===== src/rtl/acmd_pkg.sv =====
package acmd_pkg;

    typedef enum logic [1:0] {
        S_IDLE,
        S_XFER,
        S_PB_LAUNCH,
        S_PB_WAIT
    } seq_state_e;

    typedef enum logic [2:0] {
        ERR_NONE    = 3'd0,
        ERR_BUSY    = 3'd1,
        ERR_NOTSUP  = 3'd2,
        ERR_EXC     = 3'd3,
        ERR_HALTRES = 3'd4,
        ERR_BUS     = 3'd5,
        ERR_OTHER   = 3'd7
    } cmd_err_e;

    localparam logic [6:0] A_DATA0 = 7'h04;
    localparam logic [6:0] A_ACS   = 7'h16;
    localparam logic [6:0] A_CMD   = 7'h17;
    localparam logic [6:0] A_AUTO  = 7'h18;
    localparam logic [6:0] A_PBUF0 = 7'h20;

    localparam logic [7:0] CT_REG = 8'd0;
    localparam logic [2:0] SZ_32  = 3'd2;

    typedef struct packed {
        logic [7:0]  ctype;
        logic        rsvd;
        logic [2:0]  size;
        logic        postinc;
        logic        postexec;
        logic        xfer;
        logic        wr;
        logic [15:0] regno;
    } cmd_word_t;

endpackage


===== src/rtl/acmd_decode.sv =====
module acmd_decode
    import acmd_pkg::*;
#(
    parameter int unsigned NUM_GPR  = 32,
    parameter int unsigned GPR_BASE = 32'h1000
) (
    input  cmd_word_t cmd,
    output logic      ok,
    output cmd_err_e  err
);
    localparam logic [16:0] LO = 17'(GPR_BASE);
    localparam logic [16:0] HI = 17'(GPR_BASE + NUM_GPR);

    logic in_range;

    always_comb begin
        in_range = ({1'b0, cmd.regno} >= LO) && ({1'b0, cmd.regno} < HI);
        ok = 1'b1;
        if (cmd.ctype != CT_REG) begin
            ok = 1'b0;
        end else if (cmd.xfer && ((cmd.size != SZ_32) || !in_range)) begin
            ok = 1'b0;
        end
        err = ok ? ERR_NONE : ERR_NOTSUP;
    end

endmodule


===== src/rtl/acmd_seq.sv =====
module acmd_seq
    import acmd_pkg::*;
(
    input  logic clk,
    input  logic rst_n,
    input  logic go,
    input  logic use_xfer,
    input  logic use_pexec,
    input  logic hart_ack,
    input  logic exec_done,
    input  logic exec_exc,
    output logic busy,
    output logic hart_req,
    output logic exec_start,
    output logic xfer_ack,
    output logic finish,
    output logic exc_hit
);
    seq_state_e state_q, state_d;

    always_ff @(posedge clk) begin
        if (!rst_n) state_q <= S_IDLE;
        else        state_q <= state_d;
    end

    always_comb begin
        state_d    = state_q;
        busy       = 1'b1;
        hart_req   = 1'b0;
        exec_start = 1'b0;
        xfer_ack   = 1'b0;
        finish     = 1'b0;
        exc_hit    = 1'b0;
        unique case (state_q)
            S_IDLE: begin
                busy = 1'b0;
                if (go) begin
                    if (use_xfer)       state_d = S_XFER;
                    else if (use_pexec) state_d = S_PB_LAUNCH;
                    else                finish  = 1'b1;
                end
            end
            S_XFER: begin
                hart_req = 1'b1;
                if (hart_ack) begin
                    xfer_ack = 1'b1;
                    if (use_pexec) begin
                        state_d = S_PB_LAUNCH;
                    end else begin
                        state_d = S_IDLE;
                        finish  = 1'b1;
                    end
                end
            end
            S_PB_LAUNCH: begin
                exec_start = 1'b1;
                state_d    = S_PB_WAIT;
            end
            S_PB_WAIT: begin
                if (exec_exc) begin
                    exc_hit = 1'b1;
                    state_d = S_IDLE;
                end else if (exec_done) begin
                    finish  = 1'b1;
                    state_d = S_IDLE;
                end
            end
            default: state_d = S_IDLE;
        endcase
    end

    AST_EXEC_PULSE: assert property (@(posedge clk) disable iff (!rst_n)
        exec_start |=> !exec_start);
    AST_NO_OVERLAP: assert property (@(posedge clk) disable iff (!rst_n)
        hart_req |-> !exec_start);

endmodule


===== src/rtl/acmd_ctrl.sv =====
module acmd_ctrl
    import acmd_pkg::*;
#(
    parameter int unsigned PB_WORDS = 2,
    parameter int unsigned NUM_GPR  = 32,
    parameter int unsigned GPR_BASE = 32'h1000
) (
    input  logic        clk,
    input  logic        rst_n,
    input  logic        dmi_valid,
    input  logic        dmi_write,
    input  logic [6:0]  dmi_addr,
    input  logic [31:0] dmi_wdata,
    output logic [31:0] dmi_rdata,
    output logic        hart_req,
    output logic        hart_we,
    output logic [15:0] hart_regno,
    output logic [31:0] hart_wdata,
    input  logic [31:0] hart_rdata,
    input  logic        hart_ack,
    output logic        exec_start,
    input  logic        exec_done,
    input  logic        exec_exc
);
    localparam logic [4:0] PB_SIZE = 5'(PB_WORDS);
    localparam logic [16:0] RLO = 17'(GPR_BASE);
    localparam logic [16:0] RHI = 17'(GPR_BASE + NUM_GPR);

    cmd_word_t            cmd_q, sel_cmd;
    cmd_err_e             cmderr_q, dec_err;
    logic [31:0]          data0_q;
    logic [31:0]          pbuf_q [PB_WORDS];
    logic [PB_WORDS-1:0]  auto_pb_q, pb_hit;
    logic                 auto_d_q;
    logic                 wr, busy, cmd_wr, auto_hit, launch, go, notsup;
    logic                 guarded_wr, busy_viol, dec_ok;
    logic                 xfer_ack, finish, exc_hit, do_inc;

    for (genvar i = 0; i < PB_WORDS; i++) begin : g_pb
        assign pb_hit[i] = dmi_valid && (dmi_addr == A_PBUF0 + 7'(i));
        always_ff @(posedge clk) begin
            if (!rst_n)                           pbuf_q[i] <= '0;
            else if (pb_hit[i] && dmi_write && !busy) pbuf_q[i] <= dmi_wdata;
        end
    end

    assign wr         = dmi_valid && dmi_write;
    assign guarded_wr = wr && ((dmi_addr == A_CMD) || (dmi_addr == A_AUTO) ||
                               (dmi_addr == A_DATA0) || (|pb_hit));
    assign busy_viol  = guarded_wr && busy;
    assign cmd_wr     = wr && (dmi_addr == A_CMD) && !busy && (cmderr_q == ERR_NONE);
    assign auto_hit   = !busy && (cmderr_q == ERR_NONE) &&
                        ((dmi_valid && (dmi_addr == A_DATA0) && auto_d_q) || (|(pb_hit & auto_pb_q)));
    assign launch     = cmd_wr || auto_hit;
    assign sel_cmd    = cmd_wr ? cmd_word_t'(dmi_wdata) : cmd_q;
    assign go         = launch && dec_ok;
    assign notsup     = launch && !dec_ok;
    assign do_inc     = finish && sel_cmd.postinc;

    acmd_decode #(.NUM_GPR(NUM_GPR), .GPR_BASE(GPR_BASE)) u_dec (
        .cmd (sel_cmd),
        .ok  (dec_ok),
        .err (dec_err)
    );

    acmd_seq u_seq (
        .clk       (clk),
        .rst_n     (rst_n),
        .go        (go),
        .use_xfer  (sel_cmd.xfer),
        .use_pexec (sel_cmd.postexec),
        .hart_ack  (hart_ack),
        .exec_done (exec_done),
        .exec_exc  (exec_exc),
        .busy      (busy),
        .hart_req  (hart_req),
        .exec_start(exec_start),
        .xfer_ack  (xfer_ack),
        .finish    (finish),
        .exc_hit   (exc_hit)
    );

    always_ff @(posedge clk) begin
        if (!rst_n) begin
            cmd_q     <= '0;
            cmderr_q  <= ERR_NONE;
            data0_q   <= '0;
            auto_pb_q <= '0;
            auto_d_q  <= 1'b0;
        end else begin
            if (cmd_wr || do_inc) begin
                cmd_q       <= sel_cmd;
                cmd_q.regno <= sel_cmd.regno + {15'd0, do_inc};
            end
            if (cmderr_q == ERR_NONE) begin
                if (busy_viol)    cmderr_q <= ERR_BUSY;
                else if (notsup)  cmderr_q <= dec_err;
                else if (exc_hit) cmderr_q <= ERR_EXC;
            end else if (wr && (dmi_addr == A_ACS)) begin
                cmderr_q <= cmd_err_e'(cmderr_q & ~dmi_wdata[10:8]);
            end
            if (xfer_ack && !cmd_q.wr)
                data0_q <= hart_rdata;
            else if (wr && (dmi_addr == A_DATA0) && !busy)
                data0_q <= dmi_wdata;
            if (wr && (dmi_addr == A_AUTO) && !busy) begin
                auto_pb_q <= dmi_wdata[16 +: PB_WORDS];
                auto_d_q  <= dmi_wdata[0];
            end
        end
    end

    always_comb begin
        dmi_rdata = '0;
        unique case (dmi_addr)
            A_DATA0: dmi_rdata = data0_q;
            A_ACS:   dmi_rdata = {3'b0, PB_SIZE, 11'b0, busy, 1'b0, cmderr_q, 4'b0, 4'd1};
            A_CMD:   dmi_rdata = cmd_q;
            A_AUTO:  dmi_rdata = {16'(auto_pb_q), 15'b0, auto_d_q};
            default: begin
                for (int i = 0; i < PB_WORDS; i++)
                    if (dmi_addr == A_PBUF0 + 7'(i)) dmi_rdata = pbuf_q[i];
            end
        endcase
    end

    assign hart_we    = cmd_q.wr;
    assign hart_regno = cmd_q.regno;
    assign hart_wdata = data0_q;

    AST_ERR_STICKY: assert property (@(posedge clk) disable iff (!rst_n)
        (cmderr_q != ERR_NONE && !(wr && dmi_addr == A_ACS)) |=> cmderr_q == $past(cmderr_q));
    AST_IGNORE_ON_ERR: assert property (@(posedge clk) disable iff (!rst_n)
        (cmderr_q != ERR_NONE && !busy) |=> !hart_req);
    AST_REGNO_RANGE: assert property (@(posedge clk) disable iff (!rst_n)
        hart_req |-> ({1'b0, hart_regno} >= RLO && {1'b0, hart_regno} < RHI));
    AST_EXC_CODE: assert property (@(posedge clk) disable iff (!rst_n)
        (exc_hit && cmderr_q == ERR_NONE && !busy_viol) |=> cmderr_q == ERR_EXC);

endmodule


===== config.mk =====
export PLATFORM = sky130hd
export DESIGN_NAME = acmd_ctrl
export DESIGN_NICKNAME = d
export VERILOG_FILES = /design/src/rtl/acmd_pkg.sv /design/src/rtl/acmd_decode.sv /design/src/rtl/acmd_seq.sv /design/src/rtl/acmd_ctrl.sv
export SDC_FILE = /design/constraint.sdc
export NUM_CORES = 1
export LEC_CHECK = 0
export ABC_AREA = 0
export BUFFER_PORTS_ARGS = -buffer_cell sky130_fd_sc_hd__buf_2
export CORE_MARGIN = 1.5
export CORE_UTILIZATION = 32
export DETAILED_ROUTE_END_ITERATION = 10
export PLACE_DENSITY = 0.62
export SYNTH_ARGS = -nofsm -noshare
export SYNTH_HDL_FRONTEND = slang
export SYNTH_SLANG_ARGS = --single-unit
export TNS_END_PERCENT = 10

===== constraint.sdc =====
create_clock -name clk -period 4.8 [get_ports clk]
set_input_delay 0.96 -clock clk [delete_from_list [all_inputs] [get_ports clk]]
set_output_delay 0.96 -clock clk [all_outputs]
set_load 0.03 [all_outputs]

# Yosys cells after proc, flatten, opt, wreduce, memory -nomap -nowiden
# Memories as Yosys holds them, arrays and structs flattened.
# Cells that the tools add are included.
op_classes:
  add_sub_neg: 1
  magnitude_cmp: 2
  n_eq_ne: 15
  mux: 45
  bitwise_logic: 5
  reduce_logical: 47
op_table:
  columns: ["cell", "count"]
  rows:
  - ["32-bit 2-to-1 mux", 7]
  - ["32-bit case mux with 4 select lines", 1]
  - ["1-bit logical AND", 27]
  - ["1-bit 2-to-1 mux", 22]
  - ["7-bit by 5-bit equality test with 1-bit output (second input constant)", 3]
  - ["16-bit by 1-bit adder with 16-bit output", 1]
  - ["16-bit by 13-bit >= comparator with 1-bit output (second input constant)", 1]
  - ["16-bit by 13-bit less-than comparator with 1-bit output (second input constant)", 1]
  - ["2-bit 2-to-1 mux", 8]
  - ["3-bit 2-to-1 mux", 5]
  - ["7-bit by 6-bit equality test with 1-bit output (second input constant)", 2]
  - ["2-bit case mux with 4 select lines", 1]
  - ["8-bit nonzero test", 1]
  - ["7-bit by 3-bit equality test with 1-bit output (second input constant)", 1]
  - ["1-bit logical OR", 7]
  - ["3-bit by 2-bit != test with 1-bit output (second input constant)", 2]
  - ["2-bit equality test (second input constant)", 2]
  - ["2-bit != test (second input constant)", 2]
  - ["4-bit != test (second input constant)", 1]
  - ["2-bit AND reduction", 2]
  - ["4-bit AND reduction", 1]
  - ["2-bit nonzero test", 2]
  - ["2-bit OR reduction", 2]
  - ["3-bit bitwise AND", 1]
  - ["9 further kinds", 12]
totals:
  register_bits: 72
  ram_bits: 64
  input_bits: 78
  out_inout_bits: 83
  wordCells: 129
  mem_count: 1
mem_list:
  columns: ["name", "depth", "word_bits", "rd", "rd_ports_with_merged_regs", "wr", "line", "rtl"]
  rows:
  - ["pbuf_q", 2, 32, 2, 0, 2, "acmd_ctrl.sv:32", "logic [31:0] pbuf_q [PB_WORDS];"]

# Logic depth before layout (Yosys ltp)
# Gate-level depths: netlist of run 1.
logic_depth:
  ltp_word: 18
  depth_mapped: 18
  ltp_nobuf: 15

# Cells and area by module
# Synthesis of run 1 repeated with hierarchy kept, for this count alone.
hier_totals:
  hier_cells: 734
  area_unflattened_um2: 7430.9
by_module_without_submodules:
  columns: ["mod", "n_inst", "cells_each", "area_each_um2", "seq_area_each_um2"]
  rows:
  - ["acmd_ctrl", 1, 700, 7146.9, 3323.2]
  - ["acmd_seq", 1, 21, 190.2, 40.0]
  - ["acmd_decode", 1, 13, 93.8, 0.0]

# Least setup slack after synthesis of run 1
# No wires, ideal clock.
synth_timing:
  kind: "input to register"
  start: "input port dmi_addr[0]"
  end: "memory pbuf_q[0][0], enable pin"
  setup_time_ns: 0.466
  arrival_time_ns: 4.110
  required_time_ns: 4.334
  setup_slack_ns: 0.225
  cell_stages: 4
  n_path_buf: 3
  path_cell_list: "buf_2 -> buf_1 -> clkbuf_1 -> o21ai_0"
synth_rtl:
  columns: ["element", "line", "rtl"]
  rows:
  - ["from (decl)", "acmd_ctrl.sv:12", "input logic [6:0] dmi_addr,"]
  - ["to (decl)", "acmd_ctrl.sv:32", null]

# Final worst setup path of run 1
layout_timing:
  start: "input port dmi_addr[5]"
  end: "register cmd_q (netlist bit hart_regno[14])"
layout_via:
  elab_chain_cells: 17
  word_cells_on_any_way: 36
  classes_between: "add/sub (1); order compare (2); eq/ne (5); mux (8); bitwise (1); reduce/logical (19)"
layout_lines:
  columns: ["element", "line", "rtl"]
  rows:
  - ["7-bit by 5-bit equality test with 1-bit output", "acmd_ctrl.sv:51", "assign cmd_wr = wr && (dmi_addr == A_CMD) && !busy && (cmderr_q == ERR_NONE);"]
  - ["1-bit logical AND (3 in series)", "acmd_ctrl.sv:51", null]
  - ["32-bit 2-to-1 mux", "acmd_ctrl.sv:55", "assign sel_cmd = cmd_wr ? cmd_word_t'(dmi_wdata) : cmd_q;"]
  - ["16-bit by 13-bit >= comparator with 1-bit output or 16-bit by 13-bit less-than comparator with 1-bit output (tied branches)", "acmd_decode.sv:17", "in_range = ({1'b0, cmd.regno} >= LO) && ({1'b0, cmd.regno} < HI);"]
  - ["1-bit logical AND", "acmd_decode.sv:17", null]
  - ["1-bit logical NOT", "acmd_decode.sv:21", "end else if (cmd.xfer && ((cmd.size != SZ_32) || !in_range)) begin"]
  - ["1-bit logical OR", "acmd_decode.sv:21", null]
  - ["1-bit logical AND", "acmd_decode.sv:21", null]
  - ["1-bit 2-to-1 mux", "acmd_decode.sv:21", null]
  - ["1-bit 2-to-1 mux", "acmd_decode.sv:19", "if (cmd.ctype != CT_REG) begin"]
  - ["1-bit logical AND", "acmd_ctrl.sv:56", "assign go = launch && dec_ok;"]
  - ["1-bit 2-to-1 mux", "acmd_seq.sv:37", "if (go) begin"]
  - ["1-bit case mux with 3 select lines", "acmd_seq.sv:34", "unique case (state_q)"]
  - ["1-bit logical AND", "acmd_ctrl.sv:58", "assign do_inc = finish && sel_cmd.postinc;"]
  - ["16-bit by 1-bit adder with 16-bit output or 1-bit logical OR (tied branches)", "acmd_ctrl.sv:93, acmd_ctrl.sv:91", null]
  - ["to (signal assigned)", "acmd_ctrl.sv:92", "cmd_q <= sel_cmd;"]
  - ["to (decl)", "acmd_ctrl.sv:29", "cmd_word_t cmd_q, sel_cmd;"]
# Parallel ways exist; a longest one is shown, timed or not.
# A chain may end at the register's enable or synchronous reset.

==> impl_metrics.csv, run 1 <==
group,metric,value,unit
cells_and_area,fin_nets,982,
place,placed_cells,1168,
yosys,synth_cell_types,47,
place,portBuffers,160,
die,die_area,23700,sq um
clock_network,cts_sinks,136,
grt,grt.total_usage,21.1,%
timing,tightest_slew,0.839,ns
grt,antenna_found_initial,0,
timing,setup_viol,0,
place,hpwl,17.4,mm
drt,routed_via_density,5.37,
timing,hold_viol,0,
timing,fin_crit_sh,89.8,%
setup_path,required,5.10,ns
drt,finalWirelength,24.6,mm
timing,slew_headroom,43.9,%
power_and_ir_drop,peakVddDrop,158,uV
timing,layout_setup_ws,0.488,ns
drt,drt_iter0_drc,645,
setup_path,crit_arrival,4.61,ns
setup_path,critPathSlowestCell,"nor4b_1",
yosys,synthCells,766,
clock_network,cts_tree,"yes",
cells_and_area,layout-drive-gt1-share,25.5,%
clock_network,clk_latency,0.42,ns
die,die_w,154,um
yosys,synth.avg_cell_area,9.51,sq um
power_and_ir_drop,p_leak,3.49,nW
yosys,yosys.area_share.simple,19.6,%
cells_and_area,antenna_cells,0,
place,place_congestion,0.993,
grt,grt_start_max_net_pins,59,
cells_and_area,syn2layout_area_growth,22.7,%
timing,slew_violations,0,
setup_path,critPathMaxFanout,20,
clock_network,cts_root_buf,"clkbuf_16",
setup_path,start_kind,"primary input",
cells_and_area,nFillCells,2225,
clock_network,cts.repair.resized,0,
clock_network,clk_pin_slew,0.06,ns
drt,drc,0,
drt,vias,6441,
yosys,synth_fa_ha_area_share,0.343,%
job,drv_cap,0,
yosys,ys.flop_type,"dfxtp_1",
timing,timing.hold.ws,0.467,ns
grt,grt_pass1_vias,6341,
clock_network,cts.htree.levels,4,
setup_path,end_kind,"flop",
setup_path,path_class,"in -> reg",
drt,drtAntennaViolNets,0,
yosys,synthArstFlopShare,0,%
timing,period_minus_slack,4.31,ns
clock_network,clockBufferDepth,2,
die,core_area,22500,sq um
cells_and_area,fin_cells,1200,
timing,clock_skew,0.0106,ns
die,start_util,32.4,%
yosys,synth-seq-cells,136,
drt,drt_pass1_iterations,5,
yosys,syn_nets,846,
yosys,syn_area,7290,sq um
place,dp_worst_setup_slack,0.140,ns
run_status,status,"finished, final reports clean",
setup_path,cp.buffers_inverters,3,
yosys,synth_edf_count,64,
die,num_io_pins,161,
yosys,synth_top_family_by_area,"simple AND/OR/NAND/NOR gates",
timing,rsz0062_at_grt,"false",
timing,max_freq,232,MHz
clock_network,post_cts_buffers,0,
yosys,synth-xor-area-share,2.88,%
yosys,synth_compound_area_share,15.8,%
timing,final.setup.tns,0,ns
setup_path,critPathMaxStageDelay,0.49,ns
grt,gr-total-overflow,0,
setup_path,cp_top_family,"simple AND/OR/NAND/NOR gates",
yosys,ys_seq_area_share,46.2,%
grt,grt_pass1_wl,37.8,mm
worst_hold_path,hold_class,"reg -> reg",
power_and_ir_drop,pwr_density_cell,299,nW/um^2
yosys,synthMuxAreaShare,10.4,%
die,fp.dieH,154,um
clock_network,hold_buffers,0,
setup_path,path_cells,"buf_2 -> nor4b_1 -> and4_1 -> buf_4 -> o2111ai_1 -> and2_1 -> inv_1 -> ha_1 -> ha_1 -> and3_1 -> nand4_1 -> mux2i_1 -> a21bo_2 -> a21oi_1 -> xnor2_1 -> a21oi_1",
yosys,ys_warn_count,0,
clock_network,cts_buffers,17,
die,rows,55,
drt,routedWlPerCell,20.5,um
==> area by class of cell <==
| class | instances | area (sq um) | area share (%) |
|---|---|---|---|
| Clock buffer | 20 | 447 | 5.00 |
| Clock inverter | 12 | 126 | 1.41 |
| Sequential cell | 136 | 3360 | 37.6 |
| Inverter | 3 | 11.3 | 0.126 |
| Timing Repair Buffer | 189 | 1030 | 11.5 |
| Tap cell | 285 | 357 | 3.99 |
| Multi-Input combinational cell | 555 | 3610 | 40.3 |
==> worst paths after layout <==
kind	startpoint	endpoint	slack, ns	cells past startpoint
max	dmi_addr[5]	hart_regno[14]	0.49	16
min	cmd_q[23]	cmd_q[23]	0.47	2
max reg2reg	u_seq.state_q[1]	hart_regno[14]	0.83	15
min reg2reg	cmd_q[23]	cmd_q[23]	0.47	2
==> cell usage after synthesis, drive strengths merged (4+ instances only) <==
library cell | n | area (sq um)
and3 | 12 | 75.1
clkbuf | 44 | 165
nor4 | 7 | 43.8
nor2 | 57 | 214
and2 | 65 | 407
nor4b | 7 | 76.3
a21oi | 42 | 210
nor3 | 8 | 40.0
nand4 | 10 | 62.6
and4 | 7 | 61.3
a22oi | 25 | 188
mux2i | 72 | 721
a221o | 4 | 40.0
o21ai | 52 | 260
dfxtp | 72 | 1440
xnor2 | 21 | 184
nand2 | 63 | 236
buf | 28 | 171
edfxtp | 64 | 1920
or3 | 4 | 25.0
a21o | 4 | 30.0
a211oi | 34 | 255
nand3 | 29 | 145
==> metrics by stage <==
stage	instance area (sq um)	util (%)	total power, mW
CTS	8940	39.7	2.70
finish	8940	39.7	2.68
global placement	8370	37.2	1.42
detailed placement	8370	37.2	1.42
global route	8940	39.7	2.76
floorplan	7290	-	1.33
==> routing by layer <==
| metal | vias up | wire length [um] | share of wire (%) | track usage, % |
|---|---|---|---|---|
| li1 | 3066 | - | - | - |
| met1 | 3066 | 11000 | 45 | 28.0 |
| met2 | 277 | 11300 | 46 | 34.1 |
| met3 | 32 | 1790 | 7.3 | 4.85 |
| met4 | 0 | 442 | 1.8 | 6.70 |
| met5 | - | 0 | 0 | 0 |
==> power by group <==
group | switching (mW) | internal, mW
Sequential | 0.00602 | 1.23
Clock | 0.505 | 0.776
Combinational | 0.103 | 0.0573
==> state kept, by name (all words and copies together) (netlist names) <==
name and cells:
pbuf_q 64, hart_wdata 32, hart_regno 16, cmd_q 15, cmderr_q 3, auto_pb_q 2
u_seq.state_q 2, auto_d_q 1, hart_we 1
==> worst reg2reg max path, stage by stage (launching register included) <==
cell,delay (ns)
dfxtp_1,0.42
nor2_1,0.47
nand3_1,0.22
a2111oi_0,0.39
o2111ai_1,0.17
and2_1,0.26
inv_1,0.14
ha_1,0.32
ha_1,0.25
and3_1,0.21
nand4_1,0.10
mux2i_1,0.26
a21bo_2,0.28
a21oi_1,0.14
xnor2_1,0.14
a21oi_1,0.08
==> cells by family after synthesis <==
family                   count (synthesis)
AND/OR/NAND/NOR                        274
AO/OA/AOI/OAI                          180
flip-flops                             136
buffers and inverters                   75
multiplexers                            75
XOR/XNOR                                24
adder cells (fa/ha/maj)                  2
==> cell usage in the layout, fill, tap and decap left out, types with 3 or more instances in the layout <==
cell	instances
buf_2	160
mux2i_1	72
dfxtp_1	72
and2_1	65
edfxtp_1	64
nand2_1	63
nor2_1	54
o21ai_0	51
a21oi_1	42
a211oi_1	34
nand3_1	29
buf_4	28
a22oi_1	25
xnor2_1	21
clkbuf_16	17
and3_1	12
nand4_1	10
nor3_1	7
and4_1	7
nor4_1	7
nor4b_1	6
clkinv_2	5
or3_1	4
a221o_1	4
a21boi_1	3
xor2_1	3
a21o_1	3
Note: power is estimated with default switching activity, not from simulation.
==> run 2: changes to the inputs <==
==> constraint.sdc (replaced) <==
create_clock -name clk -period 3.8 [get_ports clk]
set_input_delay 0.76 -clock clk [delete_from_list [all_inputs] [get_ports clk]]
set_output_delay 0.76 -clock clk [all_outputs]
set_load 0.03 [all_outputs]
==> run 2 against run 1 <==
  * Sequential share of layout area down 1.3 points
  * Routed wire length increased by 4.2%
  * Clock-buffer cell count fell by 1
  * Worst setup slack worse by 0.19 ns
  * First-iteration DRC count rose by 4.7%
  * Hold slack improved by 0.0039 ns
  * Via count increased by 2.8%
  * Critical path depth did not move
  * Cell count up 2.8%
  * Cell area grew 3.6%
  * Critical endpoint unchanged
  * Largest cell class unchanged
  * Highest routed layer unchanged
==> impl_metrics.csv, run 2 (synthesis results as in run 1) <==
group,metric,value,unit
run_status,status,"finished, final reports clean",
cells_and_area,top_register,"pbuf_q",
drt,drt_iter0_drc,675,
clock_network,cts_sinks,136,
clock_network,cts.repair.resized,0,
grt,grt.total_usage,21.8,%
cells_and_area,largest_reg_flops,64,
setup_path,required,4.10,ns
place,place_congestion,0.917,
cells_and_area,layout_commonest_cell,"buf_2",
timing,fin_crit_sh,92.3,%
timing,slew_violations,0,
timing,tightest_slew,0.730,ns
timing,layout_setup_ws,0.294,ns
drt,drc,0,
die,rows,55,
power_and_ir_drop,peakVddDrop,248,uV
timing,period_minus_slack,3.51,ns
clock_network,clockBufferDepth,2,
drt,routedWlPerCell,20.8,um
timing,rsz0062_at_grt,"false",
cells_and_area,final_cell_mix,"buf_2 (160), mux2i_1 (72), dfxtp_1 (72)",
clock_network,cts.htree.levels,4,
die,die_area,23700,sq um
grt,grt_pass1_wl,38.8,mm
clock_network,hold_buffers,0,
grt,grt_start_max_net_pins,57,
grt,grt_pass1_vias,6469,
grt,grt_util_met1,28.7,%
die,num_io_pins,161,
setup_path,crit_arrival,3.81,ns
drt,finalWirelength,25.6,mm
timing,final.setup.tns,0,ns
timing,slew_headroom,51.3,%
place,hpwl,17.8,mm
clock_network,post_cts_buffers,0,
clock_network,cts_buffers,17,
timing,timing.hold.ws,0.471,ns
setup_path,end_kind,"flop",
grt,gr-total-overflow,0,
clock_network,cts_tree,"yes",
cells_and_area,layout-drive-gt1-share,28.5,%
cells_and_area,syn2layout_area_growth,27.1,%
cells_and_area,fin_nets,1015,
power_and_ir_drop,pwr_density_cell,375,nW/um^2
setup_path,rrSetupSlack,0.38,ns
setup_path,start_kind,"primary input",
clock_network,clk_pin_slew,0.06,ns
die,die_w,154,um
die,fp.dieH,154,um
die,core_area,22500,sq um
timing,max_freq,285,MHz
grt,antenna_found_initial,1,
clock_network,clk_latency,0.42,ns
cells_and_area,design_area,9270,sq um
timing,setup_viol,0,
worst_hold_path,hold_class,"reg -> reg",
power_and_ir_drop,p_leak,3.68,nW
drt,drt_pass1_iterations,5,
drt,drtAntennaViolNets,0,
grt,grt_use_met2,35.2,%
drt,routed_via_density,5.37,
timing,hold_viol,0,
drt,vias,6620,
job,drv_cap,0,
setup_path,path_class,"in -> reg",
clock_network,cts_root_buf,"clkbuf_16",
place,dp_worst_setup_slack,-0.282,ns
grt,top_usage_layer,"met2",
place,portBuffers,160,
power_and_ir_drop,power,3.47,mW
timing,clock_skew,0.0102,ns
place,place_area,8640,sq um
setup_path,critPathMaxFanout,4,
grt,grt_util_met3,5.50,%
die,start_util,32.4,%
-- run 2: where the power goes --
group,switching (mW),internal (mW)
clock network,0.650,1.04
logic,0.137,0.0825
registers,0.00770,1.55
total,0.795,2.68
-- run 2: critical path: stages --
cell and delay (ns):
buf_2 0.14, nor4b_4 0.33, and4_2 0.32, mux2i_1 0.10
a311o_1 0.35, and2_1 0.16, inv_1 0.08, ha_1 0.21
ha_1 0.23, and3_1 0.19, nand4_1 0.09, mux2i_1 0.19
a21bo_2 0.26, a21oi_1 0.16, xnor2_1 0.14, a21oi_1 0.08
-- run 2: layer usage --
layer	vias to the layer above	wire length, um
li1	3145	-
met1	3173	11300
met2	279	12000
met3	23	1950
met4	0	277
met5	-	0
-- run 2: per-stage QoR --
stage	utilization, %	instances
6_report	41.2	1233
4_1_cts	41.0	1232
3_5_place_dp	38.4	1201
3_3_place_gp	38.4	1201
2_1_floorplan	-	766
5_1_grt	41.2	1233
-- run 2: final timing paths --
kind          startpoint             end  cells after the start
max          dmi_addr[3]  hart_regno[14]                     16
min            cmd_q[23]       cmd_q[23]                      2
max reg2reg  cmderr_q[2]  hart_regno[14]                     15
min reg2reg    cmd_q[23]       cmd_q[23]                      2
-- run 2: final cells by class --
| cell class | count | area [sq um] |
|---|---|---|
| clock buffers | 19 | 443 |
| inverters | 3 | 11.3 |
| multi-input cells | 555 | 3630 |
| repair buffers | 222 | 1300 |
| well taps | 285 | 357 |
| flip-flops and latches | 136 | 3360 |
| clock inverters | 12 | 151 |
| fillers | 2233 | 13200 |
| diodes | 1 | 2.50 |
